[src/rtl/acc_arith_unit.sv]
module acc_arith_unit #(
  parameter int W     = 8,
  parameter int STEPS = 4
) (
  input  logic         clk,
  input  logic         rst_n,
  input  logic         start,
  input  logic [2:0]   op,
  input  logic [W-1:0] acc_i,
  input  logic [W-1:0] opnd_i,
  input  logic [W-1:0] b_i,
  input  logic         cy_i,
  input  logic         ac_i,
  input  logic         ov_i,
  output logic         busy,
  output logic         done,
  output logic [W-1:0] acc_o,
  output logic [W-1:0] b_o,
  output logic         cy_o,
  output logic         ac_o,
  output logic         ov_o
);
  localparam int R  = W / STEPS;
  localparam int CW = $clog2(STEPS + 1);
  localparam logic [2:0] OP_ADD = 3'd0, OP_ADDC = 3'd1, OP_SUBB = 3'd2, OP_DA = 3'd3,
                         OP_INC = 3'd4, OP_DEC = 3'd5, OP_MUL = 3'd6, OP_DIV = 3'd7;

  logic          use_cy;
  logic [W:0]    sum, dif, da1, da2;
  logic [W-1:0]  sum_x, dif_x;
  logic          da_lo_fix, da_c1, da_hi_fix;

  assign use_cy = (op == OP_ADDC || op == OP_SUBB) && cy_i;
  assign sum = {1'b0, acc_i} + {1'b0, opnd_i} + {{W{1'b0}}, use_cy};
  assign dif = {1'b0, acc_i} - {1'b0, opnd_i} - {{W{1'b0}}, use_cy};
  assign sum_x = acc_i ^ opnd_i ^ sum[W-1:0];
  assign dif_x = acc_i ^ opnd_i ^ dif[W-1:0];

  assign da_lo_fix = (acc_i[3:0] > 4'd9) || ac_i;
  assign da1 = {1'b0, acc_i} + (da_lo_fix ? {{(W-3){1'b0}}, 4'd6} : '0);
  assign da_c1 = cy_i | da1[W];
  assign da_hi_fix = (da1[W-1:4] > (W-4)'(9)) || da_c1;
  assign da2 = {1'b0, da1[W-1:0]} + (da_hi_fix ? {{(W-6){1'b0}}, 7'h60} : '0);

  logic [W-1:0] s_acc;
  logic         s_cy, s_ac, s_ov;

  always_comb begin
    s_acc = acc_i;
    s_cy  = cy_i;
    s_ac  = ac_i;
    s_ov  = ov_i;
    case (op)
      OP_ADD, OP_ADDC: begin
        s_acc = sum[W-1:0];
        s_cy  = sum[W];
        s_ac  = sum_x[4];
        s_ov  = (acc_i[W-1] == opnd_i[W-1]) && (sum[W-1] != acc_i[W-1]);
      end
      OP_SUBB: begin
        s_acc = dif[W-1:0];
        s_cy  = dif[W];
        s_ac  = dif_x[4];
        s_ov  = (acc_i[W-1] != opnd_i[W-1]) && (dif[W-1] != acc_i[W-1]);
      end
      OP_DA: begin
        s_acc = da2[W-1:0];
        s_cy  = da_c1 | da2[W];
      end
      OP_INC: s_acc = acc_i + 1'b1;
      OP_DEC: s_acc = acc_i - 1'b1;
      default: ;
    endcase
  end

  logic [2:0]     op_q;
  logic [W-1:0]   a_q, b_q, wq, wr;
  logic [2*W-1:0] prod;
  logic [CW-1:0]  cnt;
  logic           ac_q;

  logic [W-1:0]   q_n, r_n;
  logic [2*W-1:0] p_n;
  logic [W:0]     t_r;

  always_comb begin
    q_n = wq;
    r_n = wr;
    p_n = prod;
    t_r = '0;
    if (op_q == OP_MUL) begin
      for (int i = 0; i < R; i++)
        if (wq[i]) p_n = p_n + ({{W{1'b0}}, a_q} << (int'(cnt) * R + i));
      q_n = wq >> R;
    end else begin
      for (int i = 0; i < R; i++) begin
        t_r = {r_n, q_n[W-1]};
        q_n = {q_n[W-2:0], 1'b0};
        if (t_r >= {1'b0, b_q}) begin
          t_r    = t_r - {1'b0, b_q};
          q_n[0] = 1'b1;
        end
        r_n = t_r[W-1:0];
      end
    end
  end

  always_ff @(posedge clk) begin
    if (!rst_n) begin
      busy <= 1'b0;
      done <= 1'b0;
      acc_o <= '0;
      b_o  <= '0;
      cy_o <= 1'b0;
      ac_o <= 1'b0;
      ov_o <= 1'b0;
      op_q <= OP_ADD;
      a_q  <= '0;
      b_q  <= '0;
      wq   <= '0;
      wr   <= '0;
      prod <= '0;
      cnt  <= '0;
      ac_q <= 1'b0;
    end else if (busy) begin
      wq   <= q_n;
      wr   <= r_n;
      prod <= p_n;
      cnt  <= cnt + 1'b1;
      if (cnt == CW'(STEPS - 1)) begin
        busy <= 1'b0;
        done <= 1'b1;
        cy_o <= 1'b0;
        ac_o <= ac_q;
        if (op_q == OP_MUL) begin
          acc_o <= p_n[W-1:0];
          b_o   <= p_n[2*W-1:W];
          ov_o  <= |p_n[2*W-1:W];
        end else if (b_q == '0) begin
          acc_o <= a_q;
          b_o   <= b_q;
          ov_o  <= 1'b1;
        end else begin
          acc_o <= q_n;
          b_o   <= r_n;
          ov_o  <= 1'b0;
        end
      end
    end else if (start) begin
      if (op == OP_MUL || op == OP_DIV) begin
        busy <= 1'b1;
        done <= 1'b0;
        op_q <= op;
        a_q  <= acc_i;
        b_q  <= b_i;
        ac_q <= ac_i;
        wq   <= (op == OP_MUL) ? b_i : acc_i;
        wr   <= '0;
        prod <= '0;
        cnt  <= '0;
      end else begin
        done  <= 1'b1;
        acc_o <= s_acc;
        b_o   <= b_i;
        cy_o  <= s_cy;
        ac_o  <= s_ac;
        ov_o  <= s_ov;
      end
    end else begin
      done <= 1'b0;
    end
  end
endmodule

[config.mk]
export PLATFORM = sky130hd
export DESIGN_NAME = acc_arith_unit
export DESIGN_NICKNAME = d
export VERILOG_FILES = /design/src/rtl/acc_arith_unit.sv
export SDC_FILE = /design/constraint.sdc
export NUM_CORES = 1
export LEC_CHECK = 0
export ABC_CLOCK_PERIOD_IN_PS = 6530
export BUFFER_PORTS_ARGS = -buffer_cell sky130_fd_sc_hd__buf_2
export CAP_MARGIN = 20
export CORE_MARGIN = 3
export CORE_UTILIZATION = 63
export DETAILED_ROUTE_END_ITERATION = 8
export PLACE_DENSITY = 0.82
export SYNTH_ARGS = -nofsm -noshare
export SYNTH_HDL_FRONTEND = slang
export SYNTH_SLANG_ARGS = --single-unit
[constraint.sdc]
create_clock -name clk -period 6.53 [get_ports clk]
set_input_delay 1.306 -clock clk [delete_from_list [all_inputs] [get_ports clk]]
set_output_delay 1.306 -clock clk [all_outputs]
set_load 0.02 [all_outputs]
== Word-level counts from Yosys, hierarchy flattened ==
Index checks and enable logic that the tools add are counted.

* Muxes and demuxes: 64
* Reductions and logical operators: 16
* Bitwise operators: 6
* Shift operators: 2
* $lt $le $gt $ge: 4
* Equality and inequality tests: 15
* Add/sub/neg operators: 14

{| class="wikitable"
|+ Operators by type and width
! cell !! number
|-
| $mux W8 || 24
|-
| $mux W16 || 7
|-
| $pmux W8 S5 || 1
|-
| $add A16 B16 Y16 || 2
|-
| $mux W1 || 24
|-
| $ge A9 B8 Y1 || 2
|-
| $shl A8 B4 Y16 || 1
|-
| $shl A8 B5 Y16 || 1
|-
| $sub A8 B8 Y8 || 2
|-
| $eq A3 B3 Y1 const B || 5
|-
| $xor A5 B5 Y5 || 3
|-
| $mux W3 || 4
|-
| $add A8 B3 Y9 || 1
|-
| $add A8 B7 Y9 || 1
|-
| $add A8 B8 Y9 || 1
|-
| $add A9 B1 Y9 || 1
|-
| $eq A3 B2 Y1 const B || 3
|-
| $sub A8 B8 Y9 || 1
|-
| $sub A9 B1 Y9 || 1
|-
| $add A8 B1 Y8 const B || 1
|-
| $gt A4 B4 Y1 const B || 2
|-
| $logic_not A8 Y1 || 1
|-
| $reduce_or A8 Y1 || 1
|-
| $sub A8 B1 Y8 const B || 1
|-
| 19 further kinds || 30
|}

* Word-level logic and storage cells: 136
* Register bits after elaboration: 76
* Output and inout port bits: 21
* Input bits: 33

== Logic depth before layout (Yosys ltp) ==
* Word-level depth: 13
* Depth in mapped cells: 26
* Depth with buffers taken out: 25

== Worst setup path before layout ==
Ideal clock, no wire load.

* Path type: reg-to-reg
* Start point: register b_q[1]
* End point: register b_o[3]
* Library setup time: 71 ps
* Stages on the path, launching flop included: 27
* Period minus slack after synthesis: 5037 ps
* Arrival time: 4967 ps
* Path slack: 1493 ps
* Buffers on the path: 1
* Required time: 6459 ps
* Cells stage by stage: dfxtp_1 > inv_1 > ha_1 > nor2b_1 > o21ai_0 > a21boi_0 > o21ai_0 > a21oi_1 > o21a_1 > o21a_1 > nor2_1 > mux2_2 > inv_1 > ha_1 > nor2b_1 > o21ai_0 > a21oi_1 > o21ai_0 > a21boi_0 > o21ai_0 > a31oi_1 > a311oi_1 > clkbuf_1 > o311ai_0 > a211oi_1 > o31ai_1 > a21oi_1

* Word-level cells in the longest chain between the ends: 10
* Elaborated cells between the ends (all ways): 13
* Classes of those cells: add/sub: 2; order compare: 2; mux: 8; reduce/logical: 1

{| class="wikitable"
|+ RTL lines
! item !! line !! RTL
|-
| start, declared || 77 || <nowiki>logic [W-1:0] a_q, b_q, wq, wr;</nowiki>
|-
| start signal, assigned || 155 || <nowiki>b_q <= b_i;</nowiki>
|-
| $sub A8 B8 Y8 or $ge A9 B8 Y1 (tied branches) || 100, 99 ||
|-
| $mux W8 || 99 || <nowiki>if (t_r >= {1'b0, b_q}) begin</nowiki>
|-
| $mux W8 || 91 || <nowiki>if (op_q == OP_MUL) begin</nowiki>
|-
| $sub A8 B8 Y8 or $ge A9 B8 Y1 (tied branches) || 100, 99 ||
|-
| $mux W8 || 99 ||
|-
| $mux W8 || 91 ||
|-
| $mux W8 (*) || 139 || <nowiki>end else if (b_q == '0) begin</nowiki>
|-
| $mux W8 (*) || 135 || <nowiki>if (op_q == OP_MUL) begin</nowiki>
|-
| $mux W8 (*) || 130 || <nowiki>if (cnt == CW'(STEPS - 1)) begin</nowiki>
|-
| $mux W8 (*) || 125 || <nowiki>end else if (busy) begin</nowiki>
|-
| end signal, assigned || 137 || <nowiki>b_o <= p_n[2*W-1:W];</nowiki>
|-
| end signal, assigned || 141 || <nowiki>b_o <= b_q;</nowiki>
|-
| end signal, assigned || 145 || <nowiki>b_o <= r_n;</nowiki>
|-
| end, declared || 18 || <nowiki>output logic [W-1:0] b_o,</nowiki>
|}

Every way passes the cells marked *; elsewhere a longest branch is shown, timed or not. The select of a mux whose other input is x is not followed.
A chain may end at the register's enable or synchronous reset.

== Worst setup path after layout ==
* Start point: register cnt[0]
* End point: register b_o[3]

* Word-level cells in the longest chain between the ends: 10
* Elaborated cells between the ends (all ways): 15
* Classes of those cells: add/sub: 3; eq/ne: 2; shift: 2; mux: 7; reduce/logical: 1

{| class="wikitable"
|+ RTL lines
! item !! line !! RTL
|-
| start, declared || 79 || <nowiki>logic [CW-1:0] cnt;</nowiki>
|-
| start signal, assigned || 129 || <nowiki>cnt <= cnt + 1'b1;</nowiki>
|-
| $shl A8 B4 Y16 || 93 || <nowiki>if (wq[i]) p_n = p_n + ({{W{1'b0}}, a_q} << (int'(cnt) * R + i));</nowiki>
|-
| $add A16 B16 Y16 || 93 ||
|-
| $mux W16 || 93 ||
|-
| $mux W16 || 91 ||
|-
| $add A16 B16 Y16 || 93 ||
|-
| $mux W16 || 93 ||
|-
| $mux W16 || 91 ||
|-
| $mux W8 || 135 ||
|-
| $mux W8 || 130 ||
|-
| $mux W8 || 125 ||
|}

Several ways; a longest one is shown, not always the timed one. The select of a mux whose other input is x is not followed.

==> flow_summary.ini <==
[outcome]
status = finished clean

[synthesis]
synth_edf_count = 0
yosysTopAreaCell = dfxtp_1
yosys_warnings = 0
ys_types = 89
syn_area_sq_um = 8610
synthesis.nets = 1293
yosysTopAreaCellShare = 0.177
ys_ff_latch = 76
ys.flop_type = dfxtp_1
synth_seq_area_share = 0.177
synthArstFlopShare = 0
synthTopCellsByArea = dfxtp_1, ha_1, nand2_1
syn_avg_cell_area_sq_um = 7.28
synthCells = 1182

[clock_tree]
insertion_delay_ps = 340
cts_buffers = 9
cts.reportedPaths.clkPinSlew_ps = 60
cts_root_buf = clkbuf_16
cts_buffer_depth = 2
cts_resized = 0
tritoncts_num_sinks = 76
cts.htree.levels = 3
cts_hold_buf = 0
post_cts_buffers = 0
cts_tree = built

[critical_path]
worst_setup_path_end_kind = register
critical_path.max_stage_delay_ps = 920
start_kind = register
crit_path_cell_trace = mux2i_1 > nand2_1 > o21ai_0 > nor2_1 > ha_1 > nand2_1 > o41ai_1 > xor2_1 > mux2_2 > ha_1 > a31oi_1 > nand2_1 > a221oi_2 > xor2_1 > a211oi_1 > o31ai_1 > a21oi_1
rr_worst_depth = 17
cpMaxStageDelayCell = dfxtp_1
crit_path_frequent_cell = nand2_1
cp.required_ps = 6750
reg2reg_setup_slack_ps = 760
cp_max_fo = 23
cp.arrival_ps = 5990
path_class = reg -> reg

[grt]
grt_antenna_before_repair = 0
grtUsageTotal = 0.348
grt_max_degree = 37
gr-total-overflow = 0
use_met1 = 0.467
grt-busiest-layer = met2
grt_pass1_vias = 8166
met2_usage = 0.562
grt_pass1_wl_microns = 42000
grt.met3_usage = 0.0604

[final_layout]
drive_gt1_frac = 0.117
multiInputGateArea_sq_um = 6520
finalNonFillerCells = 1368
final_common_cell = nand2_1
final_util = 0.694
mostFrequentLayoutCells = nand2_1, nor2_1, a21oi_1
nets = 1298
fin_area_sq_um = 9230
syn_to_final_growth_pct = 7.25
diodes = 0
num-fill-cells = 1138
register_area_sq_um = 1520

[sta]
drv_slew = 0
maxClockFrequency_mhz = 173
finalHoldViolations = 0
fin_tns_setup_ps = 0
period_share = 0.884
worst_slack_ps = 758
rsz0062_at_grt = no
relSlewSlack = 0.382
min_period_ps = 5770
tightest_slew_ps = 903
finClkSkew_ps = 10.1
final-setup-viol-count = 0

[place]
place_ws_ps = 955
port_buffers = 53
routabilityCongestion = 0.953
place_hpwl_microns = 19600
dpl-instance-area_sq_um = 8890
dp.cells = 1351

[die]
top_level_ports = 54
die-area_sq_um = 15100
die_h_microns = 123
start_util = 0.647
dieWidth_microns = 123
core-area_sq_um = 13300
core.rowCount = 42

[min_path]
holdPathStages = 2
hp-class = reg -> reg

[pwr]
power.density_nw_per_um2 = 229
vdd_drop_max_mv = 0.200
power.leakage_nw = 3.79

[drt]
drc = 0
wl_microns = 26200
wl_per_cell_microns = 19.1
via_count = 9056
dr.pass1.iters = 5
via_per_inst = 6.62
drt_iter0_markers = 1094
postRouteAntennaNets = 0

[run]
max_cap_violations = 0
==> power breakdown <==
part           leakage (nW)  switching (mW)  internal, mW  total [mW]
registers             0.618          0.0295         0.492       0.522
logic                  3.01           0.642         0.399        1.04
clock network         0.162           0.207         0.345       0.552
total                  3.79           0.878          1.24        2.11
==> Yosys cell counts (17+ instances only) <==
master / n
nor2_1: 108
inv_1: 70
nand3_1: 32
a21oi_1: 108
nor3_1: 17
dfxtp_1: 76
ha_1: 69
xnor2_1: 46
mux2i_1: 19
a211oi_1: 17
a22oi_1: 17
o211ai_1: 17
mux2_2: 21
nand2_1: 154
o21ai_0: 70
clkbuf_1: 55
==> flip-flops by register name, summed over array words and instances (netlist names), 3 cells and up <==
| signal | count |
|---|---|
| prod | 16 |
| a_q | 8 |
| acc_o | 8 |
| b_o | 8 |
| b_q | 8 |
| wq | 8 |
| wr | 8 |
| cnt | 3 |
| op_q | 3 |
==> critical path, delay by kind of cell (launching register included) <==
kind	cells	cell delay, ps
AO/OA/AOI/OAI	7	1890
multiplexers	2	990
flip-flops	1	920
adder cells (fa/ha/maj)	2	890
XOR/XNOR	2	490
AND/OR/NAND/NOR	4	460
==> through the flow <==
stage	power [mW]	hold WS, ps
finish	2.11	459
detailed placement	1.54	451
global route	2.25	471
global placement	1.53	442
CTS	2.09	462
floorplan	1.29	436
==> routing by layer <==
layer  vias up  share of wire
li1       4284              -
met1      4267           0.43
met2       443           0.46
met3        62          0.082
met4         0          0.034
met5         -              0
==> worst paths after layout <==
path / from / endpoint
max: cnt[0] / b_o[3]
min: cy_o / cy_o
max reg2reg: cnt[0] / b_o[3]
min reg2reg: cy_o / cy_o
==> logic make-up after synthesis <==
family,after synthesis,share of synthesized area
xor gates and xnor gates,59,0.0616
AOI/OAI and AO/OA,370,0.289
muxes,45,0.0627
buffers and inverters,145,0.0657
DFF,76,0.177
adders and majority gates,81,0.125
and+or+nand+nor,406,0.220
==> layout make-up <==
| class | instances | area share |
|---|---|---|
| clock inverters | 6 | 0.00949 |
| multi-input cells | 961 | 0.707 |
| well taps | 176 | 0.0239 |
| repair buffers | 65 | 0.0393 |
| inverters | 74 | 0.0301 |
| clock buffers | 10 | 0.0259 |
| flip-flops and latches | 76 | 0.165 |
Note: power is estimated with default switching activity, not from simulation.
